**src/rtl/dma_rb_pkg.sv**
```systemverilog
// Shared constants and helpers for the DMA control register bank.
// Assumes an 8-bit byte address space and 32-bit registers.
package dma_rb_pkg;

    localparam int REG_AW   = 8;
    localparam int REG_DW   = 32;
    localparam int CH_IDX_W = 5;
    localparam int N_PORTS  = 8;

    typedef enum logic [1:0] {
        SZ_BYTE = 2'd0,
        SZ_HALF = 2'd1,
        SZ_WORD = 2'd2,
        SZ_NONE = 2'd3
    } acc_size_e;

    localparam logic [REG_AW-1:0] OFS_CTRL  = 8'h00;
    localparam logic [REG_AW-1:0] OFS_ESTAT = 8'h04;
    localparam logic [REG_AW-1:0] OFS_REQEN = 8'h0C;
    localparam logic [REG_AW-1:0] OFS_ERRIE = 8'h14;
    localparam logic [REG_AW-1:0] OFS_IPEND = 8'h24;
    localparam logic [REG_AW-1:0] OFS_EPEND = 8'h2C;

    // Command ports occupy byte addresses 0x18..0x1F (address[7:3] == 3)
    localparam logic [REG_AW-4:0] PORT_BLK = 5'h03;

    typedef enum logic [2:0] {
        P_CLR_EIE   = 3'd0,
        P_SET_EIE   = 3'd1,
        P_CLR_REQ   = 3'd2,
        P_SET_REQ   = 3'd3,
        P_CLR_DONE  = 3'd4,
        P_SET_START = 3'd5,
        P_CLR_ERR   = 3'd6,
        P_CLR_INT   = 3'd7
    } cmd_port_e;

    localparam logic [REG_DW-1:0] CTRL_KEEP = 32'h0003_00FE;

    function automatic logic [31:0] swap32(input logic [31:0] v);
        return {v[7:0], v[15:8], v[23:16], v[31:24]};
    endfunction

endpackage

```
**src/rtl/rb_lane_map.sv**
```systemverilog
// Endian lane mapping for the register bank.
// Produces the effective byte address, the normalised write word, and the
// lane-selected read data from a raw 32-bit register word.
// Assumes narrow data is right-aligned on the bus.
module rb_lane_map
    import dma_rb_pkg::*;
(
    input  logic              big_endian,
    input  logic [REG_AW-1:0] addr,
    input  logic [1:0]        size,
    input  logic [REG_DW-1:0] wdata,
    input  logic [REG_DW-1:0] raw_word,
    output logic [REG_AW-1:0] eff_addr,
    output logic [REG_DW-1:0] wdata_norm,
    output logic [REG_DW-1:0] rdata
);

    // Mirror narrow addresses inside the word in big-endian mode
    always_comb begin
        eff_addr = addr;
        if (big_endian) begin
            if (size == SZ_BYTE)      eff_addr = addr ^ 8'h03;
            else if (size == SZ_HALF) eff_addr = addr ^ 8'h02;
        end
    end

    // Byte-reverse full words in big-endian mode
    always_comb begin
        wdata_norm = (big_endian && size == SZ_WORD) ? swap32(wdata) : wdata;
    end

    // Select the read lane and right-align it
    always_comb begin
        logic [REG_DW-1:0] sh;
        sh = '0;
        case (size)
            SZ_BYTE: begin
                sh    = raw_word >> (8 * eff_addr[1:0]);
                rdata = {24'h0, sh[7:0]};
            end
            SZ_HALF: begin
                sh    = raw_word >> (16 * eff_addr[1]);
                rdata = {16'h0, sh[15:0]};
            end
            SZ_WORD: rdata = big_endian ? swap32(raw_word) : raw_word;
            default: rdata = '0;
        endcase
    end

endmodule

```
**src/rtl/rb_port_decode.sv**
```systemverilog
// Command-port decoder: turns one byte write (port select plus channel
// index) into a one-hot channel mask per port. Masks are all zero when
// no port write is active. Assumes NUM_CH <= 32.
module rb_port_decode
    import dma_rb_pkg::*;
#(
    parameter int NUM_CH = 32
) (
    input  logic                             wr_en,
    input  logic [2:0]                       port_sel,
    input  logic [CH_IDX_W-1:0]              chan_idx,
    output logic [N_PORTS-1:0][NUM_CH-1:0]   port_mask
);

    logic [NUM_CH-1:0] hit_ch;

    // One comparator per channel
    for (genvar i = 0; i < NUM_CH; i++) begin : g_hit
        assign hit_ch[i] = (chan_idx == CH_IDX_W'(i));
    end

    // Route the channel hit to the addressed port only
    always_comb begin
        for (int p = 0; p < N_PORTS; p++) begin
            port_mask[p] = (wr_en && port_sel == 3'(p)) ? hit_ch : '0;
        end
    end

endmodule

```
**src/rtl/rb_pend_vec.sv**
```systemverilog
// Pending-flag vector: a set input wins over a clear input in the same
// cycle, so no event is lost.
module rb_pend_vec #(
    parameter int NUM_CH = 32
) (
    input  logic              clk,
    input  logic              rst_n,
    input  logic [NUM_CH-1:0] set_vec,
    input  logic [NUM_CH-1:0] clr_vec,
    output logic [NUM_CH-1:0] pend
);

    // Clear then set, with set taking priority
    always_ff @(posedge clk) begin
        if (!rst_n) pend <= '0;
        else        pend <= (pend & ~clr_vec) | set_vec;
    end

endmodule

```
**src/rtl/dma_ctl_regbank.sv**
```systemverilog
// DMA channel request and interrupt register bank (top).
// Holds the control word, the request and error-interrupt enable masks,
// and the pending vectors. Decodes the byte command ports and drives the
// combined interrupts. Assumes single-cycle writes and NUM_CH <= 32.
module dma_ctl_regbank
    import dma_rb_pkg::*;
#(
    parameter int NUM_CH = 32
) (
    input  logic              clk,
    input  logic              rst_n,
    input  logic              big_endian,
    input  logic              bus_wr,
    input  logic [7:0]        bus_addr,
    input  logic [1:0]        bus_size,
    input  logic [31:0]       bus_wdata,
    output logic [31:0]       bus_rdata,
    input  logic [NUM_CH-1:0] ch_done,
    input  logic [NUM_CH-1:0] ch_err,
    output logic [NUM_CH-1:0] ch_req_en,
    output logic [NUM_CH-1:0] ch_start,
    output logic [NUM_CH-1:0] ch_clr_done,
    output logic [31:0]       ctrl_word,
    output logic              irq_xfer,
    output logic              irq_err
);

    logic [REG_AW-1:0]               eff_addr;
    logic [REG_DW-1:0]               wdata_norm;
    logic [REG_DW-1:0]               raw_word;
    logic                            port_wr;
    logic                            word_wr;
    logic [N_PORTS-1:0][NUM_CH-1:0]  pmask;
    logic [NUM_CH-1:0]               reqen_q;
    logic [NUM_CH-1:0]               errie_q;
    logic [NUM_CH-1:0]               ipend;
    logic [NUM_CH-1:0]               epend;
    logic [CH_IDX_W-1:0]             last_err_q;
    logic [CH_IDX_W-1:0]             first_err;
    logic [REG_DW-1:0]               ctrl_q;

    rb_lane_map u_lane (
        .big_endian (big_endian),
        .addr       (bus_addr),
        .size       (bus_size),
        .wdata      (bus_wdata),
        .raw_word   (raw_word),
        .eff_addr   (eff_addr),
        .wdata_norm (wdata_norm),
        .rdata      (bus_rdata)
    );

    // Classify the current write
    always_comb begin
        port_wr = bus_wr && (bus_size == SZ_BYTE) && (eff_addr[7:3] == PORT_BLK);
        word_wr = bus_wr && (bus_size == SZ_WORD) && (bus_addr[1:0] == 2'b00);
    end

    rb_port_decode #(.NUM_CH(NUM_CH)) u_dec (
        .wr_en     (port_wr),
        .port_sel  (eff_addr[2:0]),
        .chan_idx  (bus_wdata[CH_IDX_W-1:0]),
        .port_mask (pmask)
    );

    rb_pend_vec #(.NUM_CH(NUM_CH)) u_ipend (
        .clk     (clk),
        .rst_n   (rst_n),
        .set_vec (ch_done),
        .clr_vec (pmask[P_CLR_INT]),
        .pend    (ipend)
    );

    rb_pend_vec #(.NUM_CH(NUM_CH)) u_epend (
        .clk     (clk),
        .rst_n   (rst_n),
        .set_vec (ch_err),
        .clr_vec (pmask[P_CLR_ERR]),
        .pend    (epend)
    );

    // Control word: word writes keep only the defined bits
    always_ff @(posedge clk) begin
        if (!rst_n)
            ctrl_q <= '0;
        else if (word_wr && eff_addr == OFS_CTRL)
            ctrl_q <= wdata_norm & CTRL_KEEP;
    end

    // Request-enable mask: whole-word load or single-channel set/clear
    always_ff @(posedge clk) begin
        if (!rst_n)
            reqen_q <= '0;
        else if (word_wr && eff_addr == OFS_REQEN)
            reqen_q <= wdata_norm[NUM_CH-1:0];
        else
            reqen_q <= (reqen_q & ~pmask[P_CLR_REQ]) | pmask[P_SET_REQ];
    end

    // Error-interrupt-enable mask: whole-word load or single-channel set/clear
    always_ff @(posedge clk) begin
        if (!rst_n)
            errie_q <= '0;
        else if (word_wr && eff_addr == OFS_ERRIE)
            errie_q <= wdata_norm[NUM_CH-1:0];
        else
            errie_q <= (errie_q & ~pmask[P_CLR_EIE]) | pmask[P_SET_EIE];
    end

    // Lowest-numbered channel pulsing an error this cycle
    always_comb begin
        first_err = '0;
        for (int i = NUM_CH - 1; i >= 0; i--) begin
            if (ch_err[i]) first_err = CH_IDX_W'(i);
        end
    end

    // Record the erroring channel number
    always_ff @(posedge clk) begin
        if (!rst_n)       last_err_q <= '0;
        else if (|ch_err) last_err_q <= first_err;
    end

    // One-cycle strobes towards the channel engines
    always_ff @(posedge clk) begin
        if (!rst_n) begin
            ch_start    <= '0;
            ch_clr_done <= '0;
        end else begin
            ch_start    <= pmask[P_SET_START];
            ch_clr_done <= pmask[P_CLR_DONE];
        end
    end

    // Raw register word at the effective word address
    always_comb begin
        case ({eff_addr[7:2], 2'b00})
            OFS_CTRL:  raw_word = ctrl_q;
            OFS_ESTAT: raw_word = {|epend, {(REG_DW-1-CH_IDX_W){1'b0}}, last_err_q};
            OFS_REQEN: raw_word = 32'(reqen_q);
            OFS_ERRIE: raw_word = 32'(errie_q);
            OFS_IPEND: raw_word = 32'(ipend);
            OFS_EPEND: raw_word = 32'(epend);
            default:   raw_word = '0;
        endcase
    end

    // Outputs to the engines and the interrupt controller
    always_comb begin
        ch_req_en = reqen_q;
        ctrl_word = ctrl_q;
        irq_xfer  = |ipend;
        irq_err   = |(epend & errie_q);
    end

endmodule

```
**config.mk**
```make
export PLATFORM = sky130hd
export DESIGN_NAME = dma_ctl_regbank
export DESIGN_NICKNAME = d
export VERILOG_FILES = /design/src/rtl/dma_rb_pkg.sv /design/src/rtl/rb_lane_map.sv /design/src/rtl/rb_port_decode.sv /design/src/rtl/rb_pend_vec.sv /design/src/rtl/dma_ctl_regbank.sv
export SDC_FILE = /design/constraint.sdc
export NUM_CORES = 1
export LEC_CHECK = 0
export ABC_CLOCK_PERIOD_IN_PS = 6900
export BUFFER_PORTS_ARGS = -buffer_cell sky130_fd_sc_hd__buf_2
export CELL_PAD_IN_SITES_DETAIL_PLACEMENT = 0
export CELL_PAD_IN_SITES_GLOBAL_PLACEMENT = 2
export CORE_AREA = 5 5 188 190
export DETAILED_ROUTE_END_ITERATION = 8
export DIE_AREA = 0 0 193 195
export PLACE_DENSITY_LB_ADDON = 0.1
export SLEW_MARGIN = 10
export SYNTH_ARGS = -nofsm -noshare
export SYNTH_HDL_FRONTEND = slang
export SYNTH_SLANG_ARGS = --single-unit
```
**constraint.sdc**
```tcl
create_clock -name clk -period 6.9 [get_ports clk]
set_input_delay 2.07 -clock clk [delete_from_list [all_inputs] [get_ports clk]]
set_output_delay 2.07 -clock clk [all_outputs]
set_load 0.1 [all_outputs]
```
==> impl_metrics.json, run 1 <==
{
  "synth_fa_ha_area_frac": 0,
  "drv_cap": 0,
  "critPathTopFamily": "buffers and inverters",
  "first_pass_iters": 5,
  "ys_ff_latch": 206,
  "critPathSlowestCell": "o211ai_1",
  "netlist.area_leader.share": 0.3807,
  "core.rowCount": 67,
  "grt_setup_unrepaired": "no",
  "grt_max_degree": 89,
  "maxSlewViolCount": 0,
  "max-slew-margin-rel": 0.4061,
  "reg2reg_from": "u_epend.pend[30]$_SDFF_PN0_",
  "end_kind": "primary output",
  "synthSimpleGateAreaFrac": 0.2362,
  "postSynthCellCount": 1404,
  "cp_cell_sequence": "buf_2 -> nor4b_4 -> and2_1 -> buf_4 -> a22oi_1 -> o21ai_1 -> mux2i_1 -> o211ai_1 -> buf_12",
  "status": "completed",
  "worst_slew_pin_slew_ps": 890.9,
  "synth_common_cells": "249 x nand2_1, 206 x dfxtp_1, 188 x nor2_1",
  "ios": 272,
  "final_layout_size_suffix_gt1_frac": 0.2076,
  "cts_root_buffer": "clkbuf_16",
  "post-route-util": 0.4128,
  "ff2ff_path_depth": 2,
  "worstSkewPairLatency_ps": 540,
  "ys_warn_count": 0,
  "fillers": 3483,
  "port_buffers": 248,
  "antennaDiodeCount": 0,
  "yosysSeqAreaShare": 0.3807,
  "hold_violations": 0,
  "cp-startpoint": "bus_addr[4]",
  "routabilityCongestion": 0.9745,
  "routedWlPerCell_um": 24.10,
  "cts_tree": "built",
  "min_path_type": "flip-flop to flip-flop",
  "crit_buf_inv": 3,
  "synth-edff-count": 0,
  "cts_buffer_depth": 3,
  "synth-compound-area-share": 0.1994,
  "grt_use_total": 0.2524,
  "fin_nets": 1715,
  "fin_crit_sh": 0.9223,
  "ir_drop_uv": 185.4,
  "yosysMostFrequentCell": "nand2_1",
  "register_area_um2": 4124,
  "min_from": "last_err_q[0]$_SDFFE_PN0P_",
  "initial_core_util": 0.3255,
  "synth.area.top_cells": "dfxtp_1 38%, mux2i_1 12%, nand2_1 8.6%",
  "clk_pin_slew_ps": 60,
  "grt_pass1_wl_mm": 71.65,
  "setup.worst_path.start_class": "input port",
  "syn_area_um2": 10830,
  "path_class": "input port to primary output",
  "cp.required_ps": 4830,
  "worstHoldPathCells": 2,
  "cts_setup_buffers": 0,
  "power.density_nw_per_um2": 224.9,
  "ant_nets": 0,
  "routed_wl_mm": 49.92,
  "fmax_mhz": 157.1,
  "multi_input_comb_area_um2": 6218,
  "numCtsBuffers": 25,
  "clock_skew_ps": 0,
  "arrival_ps": 4290,
  "min_period_ps": 6364,
  "synth_top_family_by_area": "simple AND/OR/NAND/NOR gates",
  "avgSynthCellArea_um2": 7.716,
  "antenna_found_initial": 0,
  "via_per_inst": 5.402,
  "drc": 0,
  "area_growth_pct": 26.83,
  "clkSinkCount": 206,
  "slowest_delay_ps": 370,
  "finalSetupViolCount": 0,
  "die_h_um": 195,
  "cts_max_level": 1,
  "synth_xor_xnor_area_share": 0.004967,
  "cts_hold_buf": 0,
  "synth_cell_types": 60,
  "async_flop_share": 0,
  "synth.area.mux_share": 0.1192,
  "cp_max_fo": 29,
  "die-area_um2": 37640,
  "holdPathEnd": "last_err_q[0]$_SDFFE_PN0P_",
  "rrSetupSlack_ps": 5960,
  "drt_iter0_drc": 996,
  "synthFlopType": "dfxtp_1",
  "core_um2": 33280,
  "ctsResizeCount": 0,
  "r2r-end": "u_epend.pend[30]$_SDFF_PN0_",
  "grt_overflow": 0,
  "grt_pass1_vias": 10562,
  "hpwl_mm": 38.77,
  "leakage_nw": 5.984,
  "synth.largest_area_cell": "dfxtp_1",
  "die_w_um": 193,
  "tns_ps": 0,
  "via_count": 11188
}
[sequential cells by signal, indices dropped and copies added (netlist names)]
register      count
ch_clr_done      32
ch_req_en        32
ch_start         32
errie_q          32
u_epend.pend     32
u_ipend.pend     32
ctrl_word         9
last_err_q        5
[how the worst max path moves through the flow]
stage | slack, ps | cells past startpoint | endpoint
after floorplan | 10 | 9 | bus_rdata[0]
after global placement | 640 | 8 | bus_rdata[12]
after detailed placement | 590 | 9 | bus_rdata[0]
after CTS | 580 | 9 | bus_rdata[0]
after global routing | 420 | 9 | bus_rdata[0]
final | 540 | 9 | bus_rdata[0]
[stage by stage]
| step | power [mW] | instance area [um^2] | hold WS (ps) | std cells | setup slack (ps) |
|---|---|---|---|---|---|
| after floorplan | 1.503 | 10960 | 435.4 | 1426 | 10.21 |
| after global placement | 1.647 | 12850 | 509.4 | 2026 | 644.7 |
| after detailed placement | 1.647 | 12850 | 504.9 | 2026 | 590.6 |
| after CTS | 3.104 | 13740 | 512.7 | 2071 | 583.1 |
| after global routing | 3.184 | 13740 | 537.7 | 2071 | 422.6 |
| final | 3.090 | 13740 | 506.9 | 2071 | 535.9 |
[tightest hold or removal path, cell delays in order, from the launching register on]
cell and delay (ps):
dfxtp_1 340, nand2_1 70, o31ai_1 60
[metal layers]
layer,share of wire,vias up,global-route usage
met2,0.45,499,0.3953
met4,0.027,0,0.06635
met5,0,-,0
li1,-,5278,-
met1,0.45,5335,0.3613
met3,0.073,76,0.04125
[cell usage in the layout (no fill, tap or decap), types with 4 or more instances in the layout]
cell         n
nand2_1    249
buf_2      216
dfxtp_1    206
nor2_1     187
a21oi_1    135
mux2i_1    129
o21ai_0    109
nor2b_1     45
buf_12      33
clkbuf_16   25
a22oi_1     24
conb_1      23
buf_4       23
nor4_1      22
a221o_1     22
nand3_1     11
and2_1      10
o211ai_1    10
o22ai_1     10
nand4_1      9
inv_1        8
clkinv_2     7
a22o_1       6
or2_2        6
nand2b_1     6
a31oi_1      6
bufinv_16    6
and3_1       5
nor3_1       5
a211oi_1     4
a221oi_1     4
clkbuf_1     4
[cell type report]
cell class                      count  area share
Timing Repair Buffer              272      0.1393
Multi-Input combinational cell   1092      0.4526
Tap cell                          448     0.04080
Clock buffer                       29     0.04663
Inverter                            8    0.002186
Sequential cell                   206      0.3002
Clock inverter                     16     0.01830
[power breakdown]
group          leakage (nW)  internal, mW  switching (mW)
registers              1.68          1.22          0.0475
clock network         0.439         0.895           0.568
logic                  3.86         0.102           0.260
[cells by family (layout without fill, tap and decap cells)]
family,count (synthesis),count (layout)
AND/OR/NAND/NOR,576,576
AO/OA/AOI/OAI,360,360
flip-flops,206,206
multiplexers,129,129
buffers and inverters,128,325
XOR/XNOR,4,4
other,1,23
(Power assumes the default switching activity.)
==> run 2: changes to the inputs <==
--- a/config.mk
+++ b/config.mk
@@ -8,3 +8,3 @@
 export ABC_CLOCK_PERIOD_IN_PS = 6900
-export BUFFER_PORTS_ARGS = -buffer_cell sky130_fd_sc_hd__buf_2
+export BUFFER_PORTS_ARGS = -buffer_cell sky130_fd_sc_hd__buf_4
 export CELL_PAD_IN_SITES_DETAIL_PLACEMENT = 0
==> constraint.sdc (replaced) <==
create_clock -name clk -period 6.9 [get_ports clk]
set_input_delay 1.035 -clock clk [delete_from_list [all_inputs] [get_ports clk]]
set_output_delay 1.035 -clock clk [all_outputs]
set_load 0.1 [all_outputs]
==> run 2 against run 1 <==
Global-route usage is 1.3 points higher. Via count is 1.2% higher. Sequential cell count stayed put. Final area is 0.40% lower. Die area stayed put. Maximum frequency is 29% higher. Combinational power is 2% higher. Routed wire length is 4.2% higher. Clock-buffer cell count is 5 higher. Core utilization is 0.17 points lower. Final cell count is 0.53% lower. Critical path depth is 1 lower.
==> impl_metrics.json, run 2 (synthesis gave the netlist of run 1 again) <==
{
  "p_comb_frac": 0.124,
  "grt_overflow": 0,
  "fillers": 3568,
  "p_int_mw": 2.149,
  "cp-startpoint": "bus_addr[3]",
  "power.density_nw_per_um2": 218.6,
  "cp.required_ps": 5860,
  "fmax_mhz": 203.3,
  "cts_hold_buf": 0,
  "dp_cells": 2015,
  "port_buffers": 248,
  "ios": 272,
  "die_h_um": 195,
  "min_period_ps": 4919,
  "via_count": 11323,
  "grt_setup_unrepaired": "no",
  "core_um2": 33280,
  "numCtsBuffers": 25,
  "hpwl_mm": 40.23,
  "p_sw_mw": 0.8414,
  "grt_use_total": 0.2652,
  "use_met3": 0.05304,
  "drc": 0,
  "cts_max_level": 1,
  "status": "completed",
  "cts_tree": "built",
  "layout_commonest_cell": "buf_4",
  "cp_max_fo": 39,
  "clock_skew_ps": 0,
  "grt_pass1_wl_mm": 74.62,
  "ctsResizeCount": 0,
  "routabilityCongestion": 0.9477,
  "drv_cap": 0,
  "final_layout_size_suffix_gt1_frac": 0.1963,
  "die-area_um2": 37640,
  "fin_crit_sh": 0.7129,
  "grt-busiest-layer": "met2",
  "ff2ff_path_depth": 2,
  "rrSetupSlack_ps": 5940,
  "hold_violations": 0,
  "r2r-end": "errie_q[18]$_SDFF_PN0_",
  "netSwitchingFraction": 0.2813,
  "grt_max_degree": 84,
  "tns_ps": 0,
  "report.power.total_mw": 2.991,
  "first_pass_iters": 6,
  "maxSlewViolCount": 0,
  "clk_pin_slew_ps": 60,
  "min_path_type": "flip-flop to flip-flop",
  "die_w_um": 193,
  "setup_slack_ps": 1981,
  "ant_nets": 0,
  "worstSkewPairLatency_ps": 530,
  "area_growth_pct": 26.32,
  "initial_core_util": 0.3255,
  "finalSetupViolCount": 0,
  "routed_wl_mm": 52.00,
  "leakage_nw": 5.886,
  "via_per_inst": 5.497,
  "cts_buffer_depth": 3,
  "clkSinkCount": 206,
  "routedWlPerCell_um": 25.24,
  "pre_cts_slack_ps": 2038,
  "setup.worst_path.start_class": "input port",
  "clkPwrFrac": 0.454,
  "cts_setup_buffers": 0,
  "max-slew-margin-rel": 0.2146,
  "stdcell_count": 2060,
  "grt_use_met2": 0.3999,
  "layout_common_cells": "261 x buf_4, 249 x nand2_1, 206 x dfxtp_1",
  "fin_nets": 1704,
  "crit_end": "bus_rdata[0]",
  "p_seq_frac": 0.422,
  "cts_root_buffer": "clkbuf_16",
  "worst_slew_pin_slew_ps": 1178,
  "core.rowCount": 67,
  "grt_pass1_vias": 10710,
  "antenna_found_initial": 2,
  "path_class": "input port to primary output",
  "ir_drop_uv": 178.5,
  "end_kind": "primary output",
  "reg2reg_from": "errie_q[18]$_SDFF_PN0_",
  "arrival_ps": 3880,
  "grtUsageMet1": 0.3844,
  "drt_iter0_drc": 992
}
==> run 2: cell count changes in the layout (fill, tap and decap cells not counted), moves of 3 or more <==
cell	before	now
o21ai_0	109	112
buf_2	216	0
buf_12	33	0
o21ai_1	3	0
a211oi_2	3	0
a211oi_1	4	7
bufinv_16	6	3
buf_4	23	261
clkbuf_8	0	4
==> run 2: worst min path at each step <==
stage | startpoint | to | slack (ps) | cells after the start
3_3_place_gp | last_err_q[4]$_SDFFE_PN0P_ | last_err_q[4]$_SDFFE_PN0P_ | 510 | 2
6_report | last_err_q[4]$_SDFFE_PN0P_ | last_err_q[4]$_SDFFE_PN0P_ | 520 | 2
3_5_place_dp | last_err_q[4]$_SDFFE_PN0P_ | last_err_q[4]$_SDFFE_PN0P_ | 510 | 2
5_1_grt | last_err_q[4]$_SDFFE_PN0P_ | last_err_q[4]$_SDFFE_PN0P_ | 550 | 2
2_1_floorplan | last_err_q[0]$_SDFFE_PN0P_ | last_err_q[0]$_SDFFE_PN0P_ | 440 | 2
4_1_cts | last_err_q[4]$_SDFFE_PN0P_ | last_err_q[4]$_SDFFE_PN0P_ | 520 | 2
==> run 2: through the flow <==
| stage | hold slack [ps] | utilization | area, um^2 |
|---|---|---|---|
| finish | 522.4 | 0.4112 | 13680 |
| global route | 550.8 | 0.4111 | 13680 |
| CTS | 524.4 | 0.4110 | 13680 |
| detailed placement | 513.6 | 0.3860 | 12840 |
| global placement | 511.4 | 0.3860 | 12840 |
| floorplan | 435.4 | - | 10920 |
==> run 2: worst max-delay path: stages <==
cell,delay [ps]
buf_4,290
nor2b_1,410
and2_1,920
a22oi_1,210
o21ai_0,190
mux2i_1,140
o211ai_1,290
buf_4,350
==> run 2: layer usage <==
layer / routed length, um / vias up
li1: - / 5283
met1: 23170 / 5430
met2: 22930 / 526
met3: 4390 / 84
met4: 1504 / 0
met5: 0 / -
==> run 2: power groups by stage <==
stage / combinational [mW] / clock (mW) / sequential (mW)
after global placement: 0.366 / 0 / 1.29
after global routing: 0.396 / 1.44 / 1.26
after detailed placement: 0.367 / 0 / 1.29
final: 0.371 / 1.36 / 1.26
after CTS: 0.369 / 1.38 / 1.26
after floorplan: 0.239 / 0 / 1.26
==> run 2: final cells by class <==
type	count	area, um^2	area share
multi-input combinational	1092	6171	0.4509
inverter	8	30.03	0.002194
antenna	2	5.005	0.0003657
sequential	206	4124	0.3014
tap	448	560.5	0.04096
clock buffer	34	699.4	0.05111
timing repair buffer	261	1959	0.1432
clock inverter	9	135.1	0.009875
